File: config.mk
export PLATFORM = sky130hd
export DESIGN_NAME = tpm_mult
export DESIGN_NICKNAME = d
export VERILOG_FILES = /design/src/rtl/tpm_pkg.sv /design/src/rtl/tpm_booth_enc.sv /design/src/rtl/tpm_pp_row.sv /design/src/rtl/tpm_sum.sv /design/src/rtl/tpm_mult.sv
export SDC_FILE = /design/constraint.sdc
export NUM_CORES = 1
export LEC_CHECK = 0
export ABC_AREA = 1
export BUFFER_PORTS_ARGS = -buffer_cell sky130_fd_sc_hd__buf_2
export CORE_UTILIZATION = 51
export DETAILED_ROUTE_END_ITERATION = 8
export GPL_ROUTABILITY_DRIVEN = 0
export PLACE_DENSITY = 0.74
export SLEW_MARGIN = 20
export SYNTH_ARGS = -nofsm -noshare
export SYNTH_HDL_FRONTEND = slang
export SYNTH_SLANG_ARGS = --single-unit
File: constraint.sdc
create_clock -name clk_i -period 0.8 [get_ports clk_i]
set_clock_uncertainty 0.2 [all_clocks]
set_input_delay 0.12 -clock clk_i [delete_from_list [all_inputs] [get_ports clk_i]]
set_output_delay 0.12 -clock clk_i [all_outputs]
set_load 0.02 [all_outputs]
File: src/rtl/tpm_pkg.sv
`timescale 1ns/1ps
package tpm_pkg;
  typedef enum logic {
    MODE_FULL = 1'b0,
    MODE_TWIN = 1'b1
  } mode_e;

  // radix-4 digit: magnitude one or two, and sign
  typedef struct packed {
    logic one;
    logic two;
    logic neg;
  } booth_t;
endpackage

File: src/rtl/tpm_booth_enc.sv
`timescale 1ns/1ps
module tpm_booth_enc
  import tpm_pkg::*;
(
  input  logic [2:0] trip_i,  // {y[2j+1], y[2j], y[2j-1]}
  output booth_t     dig_o
);
  always_comb begin
    dig_o.one = trip_i[1] ^ trip_i[0];
    dig_o.two = (trip_i == 3'b100) || (trip_i == 3'b011);
    dig_o.neg = trip_i[2] & ~(trip_i[1] & trip_i[0]);
  end
endmodule

File: src/rtl/tpm_pp_row.sv
`timescale 1ns/1ps
module tpm_pp_row
  import tpm_pkg::*;
#(
  parameter int N   = 8,
  parameter int ROW = 0
) (
  input  logic [N-1:0]   x_i,
  input  logic           twin_i,
  input  booth_t         dig_i,
  output logic [2*N-1:0] row_o
);
  localparam int H     = N / 2;
  localparam int SHIFT = 2 * ROW;

  logic [N-1:0] opnd;
  logic [N:0]   mag;
  logic [N:0]   flip;

  // twin mode: low rows see sext(x_lo), high rows see x_hi << H; cross terms vanish
  generate
    if (ROW < N / 4) begin : g_lo
      assign opnd = twin_i ? {{H{x_i[H-1]}}, x_i[H-1:0]} : x_i;
    end else begin : g_hi
      assign opnd = twin_i ? {x_i[N-1:H], {H{1'b0}}} : x_i;
    end
  endgenerate

  always_comb begin
    if (dig_i.one)      mag = {opnd[N-1], opnd};
    else if (dig_i.two) mag = {opnd, 1'b0};
    else                mag = '0;
    flip = mag ^ {(N+1){dig_i.neg}};
  end

  // sign bit inverted: row carries +2^N bias, removed by the constant row
  assign row_o = {{(N-1){1'b0}}, ~flip[N], flip[N-1:0]} << SHIFT;
endmodule

File: src/rtl/tpm_sum.sv
`timescale 1ns/1ps
module tpm_sum #(
  parameter int N = 8
) (
  input  logic [2*N-1:0] rows_i [N/2],
  input  logic [2*N-1:0] neg_i,
  input  logic           twin_i,
  output logic [2*N-1:0] sum_o
);
  localparam int ROWS = N / 2;

  function automatic logic [2*N-1:0] ones_const();
    logic [2*N-1:0] k;
    k = '0;
    for (int j = 0; j < ROWS; j++)
      k = k - ({{(2*N-1){1'b0}}, 1'b1} << (N + 2*j));
    return k;
  endfunction

  localparam logic [2*N-1:0] SEXT_K   = ones_const();
  localparam logic [2*N-1:0] TWIN_BIAS = {{(2*N-1){1'b0}}, 1'b1} << (N - 1);

  logic [2*N-1:0] acc;

  always_comb begin
    acc = SEXT_K + neg_i;
    if (twin_i) acc = acc + TWIN_BIAS;  // keeps low field non-negative
    for (int j = 0; j < ROWS; j++)
      acc = acc + rows_i[j];
  end

  assign sum_o = acc;
endmodule

File: src/rtl/tpm_mult.sv
`timescale 1ns/1ps
module tpm_mult
  import tpm_pkg::*;
#(
  parameter int N       = 8,
  parameter bit OUT_REG = 1'b1
) (
  input  logic           clk_i,
  input  logic           rst_ni,
  input  logic           twin_i,
  input  logic [N-1:0]   x_i,
  input  logic [N-1:0]   y_i,
  output logic [2*N-1:0] p_o
);
  localparam int ROWS = N / 2;
  localparam int QROW = N / 4;  // first row of the high half

  booth_t         dig  [ROWS];
  logic [2*N-1:0] rows [ROWS];
  logic [2*N-1:0] neg_vec;
  logic [2*N-1:0] sum;
  logic [2*N-1:0] res;

  generate
    for (genvar j = 0; j < ROWS; j++) begin : g_row
      logic y_prev;
      if (j == 0) begin : g_first
        assign y_prev = 1'b0;
      end else if (j == QROW) begin : g_split
        assign y_prev = y_i[2*j-1] & ~twin_i;  // cut recoding at the half boundary
      end else begin : g_mid
        assign y_prev = y_i[2*j-1];
      end

      tpm_booth_enc u_enc (
        .trip_i ({y_i[2*j+1], y_i[2*j], y_prev}),
        .dig_o  (dig[j])
      );

      tpm_pp_row #(.N(N), .ROW(j)) u_row (
        .x_i    (x_i),
        .twin_i (twin_i),
        .dig_i  (dig[j]),
        .row_o  (rows[j])
      );

      assign neg_vec[2*j]   = dig[j].neg;
      assign neg_vec[2*j+1] = 1'b0;
    end
  endgenerate

  assign neg_vec[2*N-1:N] = '0;

  tpm_sum #(.N(N)) u_sum (
    .rows_i (rows),
    .neg_i  (neg_vec),
    .twin_i (twin_i),
    .sum_o  (sum)
  );

  // undo the twin bias on the low field
  assign res = {sum[2*N-1:N], sum[N-1] ^ twin_i, sum[N-2:0]};

  generate
    if (OUT_REG) begin : g_reg
      always_ff @(posedge clk_i or negedge rst_ni) begin
        if (!rst_ni) p_o <= '0;
        else         p_o <= res;
      end
    end else begin : g_comb
      assign p_o = res;
    end
  endgenerate
endmodule

Word-level counts from Yosys, hierarchy flattened
Cells that the tools add are included.
{ "word_totals": {"out_inout_bits": 16, "wordCells": 51, "inputBits": 19, "regBits": 16} }
{ "classes": {"n_reduce_logical": 3, "n_eq_ne": 7, "addsub": 6, "n_mux": 11, "bitwise": 23} }
{ "ops": {"columns": ["operator", "n"], "rows": [
  ["9-bit two-way mux", 8],
  ["9-bit XOR", 4],
  ["16-bit by 11-bit adder with 16-bit output", 1],
  ["16-bit by 13-bit adder with 16-bit output", 1],
  ["16-bit by 15-bit adder with 16-bit output", 1],
  ["16-bit by 7-bit adder with 16-bit output (first input constant)", 1],
  ["16-bit by 8-bit adder with 16-bit output (second input constant)", 1],
  ["16-bit by 9-bit adder with 16-bit output", 1],
  ["16-bit two-way mux", 1],
  ["3-bit by 2-bit equality test with 1-bit output (second input constant)", 3],
  ["3-bit equality test (second input constant)", 3],
  ["8-bit two-way mux", 1],
  ["1-bit NOT", 8],
  ["1-bit AND", 7],
  ["4-bit two-way mux", 1],
  ["1-bit XOR", 4],
  ["1-bit logical OR", 3],
  ["2-bit equality test (second input constant)", 1]
]} }

Logic depth before layout (Yosys ltp)
{ "depth": {"depth_word": 13, "depth_mapped": 25, "mapped_depth_nobuf": 25} }

By module
Synthesis repeated with hierarchy kept, for this count alone.
{ "hier_totals": {"hier_cells": 732, "area_unflattened_um2": 4596.9} }
{ "by_module_without_submodules": {"columns": ["module", "area_each_um2", "instances", "seq_area_each_um2", "cells_per_inst"], "rows": [
  ["tpm_sum", 2582.5, 1, 0.0, 390],
  ["tpm_pp_row (g_row[0].u_row ...)", 361.6, 2, 0.0, 74],
  ["tpm_pp_row (g_row[2].u_row ...)", 327.8, 2, 0.0, 67],
  ["tpm_mult", 430.4, 1, 400.4, 24],
  ["tpm_booth_enc", 51.3, 4, 0.0, 9]
]} }

Worst setup path before layout
OpenSTA, ideal clock, no wires.
{ "synth_path": {"path_type": "input to register", "start": "input port twin_i", "end": "register p_o[11]", "n_path_buf": 1, "setup_time_ps": 125, "required_ps": 475, "arrival_time_ps": 3650, "path_stages": 19, "slack_ps": -3175, "cell_sequence": "buf_6 nor2_1 inv_1 ha_1 inv_1 o211ai_1 o21ai_1 xor2_1 fa_1 inv_1 fa_1 fa_1 inv_1 ha_1 nand2_1 nand3_1 nand2_1 nand2_1 xor2_1"} }
{ "synth_via": {"elab_chain_len": 12, "word_cells_on_any_way": 32, "classes_between": "add/sub: 6; eq/ne: 2; mux: 11; bitwise: 12; reduce/logical: 1"} }
{ "synth_lines": {"columns": ["element", "line_no", "rtl"], "rows": [
  ["from (decl)", "tpm_mult.sv:10", "input logic twin_i,"],
  ["1-bit NOT", "tpm_mult.sv:30", "assign y_prev = y_i[2*j-1] & ~twin_i;"],
  ["1-bit AND", "tpm_mult.sv:30", null],
  ["1-bit AND", "tpm_booth_enc.sv:11", "dig_o.neg = trip_i[2] & ~(trip_i[1] & trip_i[0]);"],
  ["1-bit NOT", "tpm_booth_enc.sv:11", null],
  ["1-bit AND", "tpm_booth_enc.sv:11", null],
  ["16-bit by 7-bit adder with 16-bit output", "tpm_sum.sv:26", "acc = SEXT_K + neg_i;"],
  ["16-bit by 8-bit adder with 16-bit output", "tpm_sum.sv:27", "if (twin_i) acc = acc + TWIN_BIAS;"],
  ["16-bit two-way mux", "tpm_sum.sv:27", null],
  ["16-bit by 9-bit adder with 16-bit output", "tpm_sum.sv:29", "acc = acc + rows_i[j];"],
  ["16-bit by 11-bit adder with 16-bit output", "tpm_sum.sv:29", null],
  ["16-bit by 13-bit adder with 16-bit output", "tpm_sum.sv:29", null],
  ["16-bit by 15-bit adder with 16-bit output *", "tpm_sum.sv:29", null],
  ["via res[11]", "tpm_mult.sv:22", "logic [2*N-1:0] res;"],
  ["to (signal assigned)", "tpm_mult.sv:68", "else p_o <= res;"],
  ["to (decl)", "tpm_mult.sv:13", "output logic [2*N-1:0] p_o"]
]} }
The timed path passes the listed nets; every way through them passes the cells marked *.

Final worst setup path
{ "layout_path": {"start": "input port y_i[3]", "end": "register p_o[9]"} }
{ "layout_via": {"elab_chain_len": 11, "word_cells_on_any_way": 25, "classes_between": "add/sub: 6; eq/ne: 4; mux: 5; bitwise: 8; reduce/logical: 2"} }
{ "layout_lines": {"columns": ["element", "line_no", "rtl"], "rows": [
  ["from (decl)", "tpm_mult.sv:12", "input logic [N-1:0] y_i,"],
  ["1-bit AND", "tpm_mult.sv:30", null],
  ["1-bit AND", "tpm_booth_enc.sv:11", null],
  ["1-bit NOT", "tpm_booth_enc.sv:11", null],
  ["1-bit AND", "tpm_booth_enc.sv:11", null],
  ["16-bit by 7-bit adder with 16-bit output", "tpm_sum.sv:26", null],
  ["16-bit by 8-bit adder with 16-bit output", "tpm_sum.sv:27", null],
  ["16-bit two-way mux", "tpm_sum.sv:27", null],
  ["16-bit by 9-bit adder with 16-bit output", "tpm_sum.sv:29", null],
  ["16-bit by 11-bit adder with 16-bit output", "tpm_sum.sv:29", null],
  ["16-bit by 13-bit adder with 16-bit output *", "tpm_sum.sv:29", null],
  ["16-bit by 15-bit adder with 16-bit output *", "tpm_sum.sv:29", null],
  ["via res[9]", "tpm_mult.sv:22", null]
]} }
Marked as above.

==> reports/metrics.cfg <==
[status]
outcome = finished with violations
violations = negative setup slack

[worst_setup_path]
critPathCaptureType = register
crit_arrival_ns = 3.71
critPathKind = primary input to register
required_ns = 0.77
crit_fanout = 5
cp-start-kind = primary input

[die]
rows = 26
die_y_um = 75.27
die_area_um2 = 5665
die_x_um = 75.27
coreArea_um2 = 5140
ios = 35
start_util_pct = 53.26

[grt]
grt_max_degree = 17
grt_pass1_wl_mm = 12.26
grt_overflow = 0
antenna_found_initial = 0
grt_pass1_vias = 2799
grtUsageTotal_pct = 28.54

[sta]
slew_headroom_pct = 72.54
rsz0062_at_grt = yes
layout_setup_ws_ns = -2.943
whs_ns = 0.09075
maxSlewViolCount = 0
setup_viol = 32
timing.fmax_mhz = 267.2
hold_violations = 0
period_minus_slack_ns = 3.743
worstMarginPinSlew_ns = 0.4076
setup_tns_ns = -39.81
timing.final.crit_share_pct = 467.8

[power_and_ir_drop]
p_per_area_nw_per_um2 = 3330
power.total_w = 0.01452
peakVddDrop_mv = 2.347
p_leak_nw = 2.293

[layout]
antenna_cells = 0
num-nets-final = 590
regMostFlops = p_o
layout-area-overhead-vs-synth_pct = 59.23
mostFrequentLayoutCells = nand2_1 (102), inv_1 (67), buf_4 (66)
largest_reg_flops = 16
top_regs = p_o (16)
num-fill-cells = 278
mostFrequentLayoutCell = nand2_1
drive_above_1_share_pct = 39.85

[clocking]
clk_pin_slew_worst_paths_ns = 0.07
cts_made_buffers = 3
cts_tree = yes
cts.htree.levels = 1
cts.sinks = 16
clk_path_buf_depth = 2
cts_root_buffer = clkbuf_8

[route]
routedWlPerCell_um = 15.47
wl_mm = 9.078
dr.pass1.iters = 5
vias_per_cell = 5.259
ant_nets = 0
vias = 3087
drc = 0
drtIter0Drc = 313

[logic_synthesis]
syn_area_um2 = 2738
syn_nets = 472
ys_seq_area_share_pct = 14.63
synth_area_per_cell_um2 = 6.844
netlist_instances = 400
synth-seq-cells = 16
yosysUniqueCellTypes = 27
yosysWarningCount = 0

[placement]
dp_slack_ns = -3.129
dp_hpwl_mm = 5.372
io_buffer_count = 34

[min_path]
hold_path.class = primary input to asynchronous set/reset pin

[run]
max-cap-violations = 0

==> worst paths after layout <==
| path | cells after the start | startpoint | slack (ns) | endpoint |
|---|---|---|---|---|
| worst min-delay path | 2 | rst_ni | 0.09 | p_o[2] |
| worst max-delay path | 20 | y_i[3] | -2.94 | p_o[9] |
| max in group asynchronous | 2 | rst_ni | 0.12 | p_o[14] |
| min in group clk_i | 5 | x_i[0] | 0.16 | p_o[0] |
==> layer usage <==
layer | track usage (%) | vias up | share of wire [%]
met4 | 10.08 | 0 | 4.3
met2 | 52.65 | 157 | 51
li1 | - | 1481 | -
met5 | 0 | - | 0
met1 | 34.39 | 1410 | 38
met3 | 2.811 | 39 | 6.3
==> final cells by class <==
cell class / count / area (µm²) / share of cell area (%)
clock buffer: 4 / 55.05 / 1.263
multi-input combinational: 296 / 2437 / 55.91
timing repair buffer: 118 / 1032 / 23.68
inverter: 83 / 346.6 / 7.951
tap: 70 / 87.58 / 2.009
sequential: 16 / 400.4 / 9.185
==> synthesized netlist by cell type <==
cell / n / area share (%)
xor2_1: 27 / 8.6
nand3_1: 12 / 2.2
xnor2_1: 3 / 0.96
ha_1: 39 / 18
o21ai_1: 1 / 0.18
clkinv_1: 1 / 0.14
nand4_1: 3 / 0.69
inv_2: 2 / 0.27
o221ai_1: 3 / 0.96
nand2_2: 1 / 0.23
inv_1: 80 / 11
o21ai_2: 5 / 1.6
a31oi_1: 1 / 0.23
nor2_4: 2 / 0.82
o211ai_1: 8 / 2.2
dfrtp_1: 16 / 15
a21oi_1: 3 / 0.55
or2_0: 1 / 0.23
buf_6: 2 / 0.82
nor3_1: 1 / 0.18
fa_1: 14 / 10
clkbuf_1: 2 / 0.27
nand2_1: 124 / 17
buf_2: 1 / 0.18
o21ai_0: 28 / 5.1
nor2_1: 19 / 2.6
a211oi_1: 1 / 0.27
==> through the flow <==
| stage | cells | instance area (µm²) | util (%) |
|---|---|---|---|
| 2_1_floorplan | 400 | 2968 | - |
| 3_3_place_gp | 568 | 3690 | 71.79 |
| 3_5_place_dp | 568 | 3690 | 71.79 |
| 4_1_cts | 578 | 4059 | 78.97 |
| 5_1_grt | 587 | 4359 | 84.81 |
| 6_report | 587 | 4359 | 84.81 |
==> critical path, stage by stage <==
cell and delay, ns:
buf_8 0.09, inv_8 0.03, nor2_4 0.12, buf_6 0.11, ha_4 0.13, inv_2 0.03
o211ai_1 0.22, o21ai_1 0.15, xor2_1 0.20, fa_2 0.54, inv_2 0.04, fa_1 0.46
fa_1 0.54, inv_2 0.05, ha_4 0.32, nand2_4 0.08, nand3_4 0.13, nand2_1 0.09
nand2_1 0.08, xor2_1 0.18
==> kinds of logic (layout without fill, tap and decap cells) <==
| family | count (synthesis) | in the layout | share of synthesized area (%) |
|---|---|---|---|
| and+or+nand+nor | 163 | 163 | 23.95 |
| adders and majority gates | 53 | 53 | 28.06 |
| AOI/OAI and AO/OA | 50 | 50 | 11.11 |
| xor gates and xnor gates | 30 | 30 | 9.598 |
| buffers and inverters | 88 | 205 | 12.66 |
| DFF | 16 | 16 | 14.63 |
==> report_power, final <==
part	switching, W	internal [W]	total (W)
sequential	0.000178	0.00126	0.00144
combinational	0.00681	0.00553	0.0123
clock	0.000308	0.000438	0.000747
total	0.00729	0.00723	0.0145
==> what timing repair did <==
item,4_1_cts,5_1_grt
hold buffers,1,0
cloned,0,0
gates resized for setup,78,55
buffers inserted,6,12
endpoints found under the hold margin,16,0
endpoints found under the setup margin,32,48
pin swaps,25,34
Note: power is estimated with default switching activity, not from simulation.
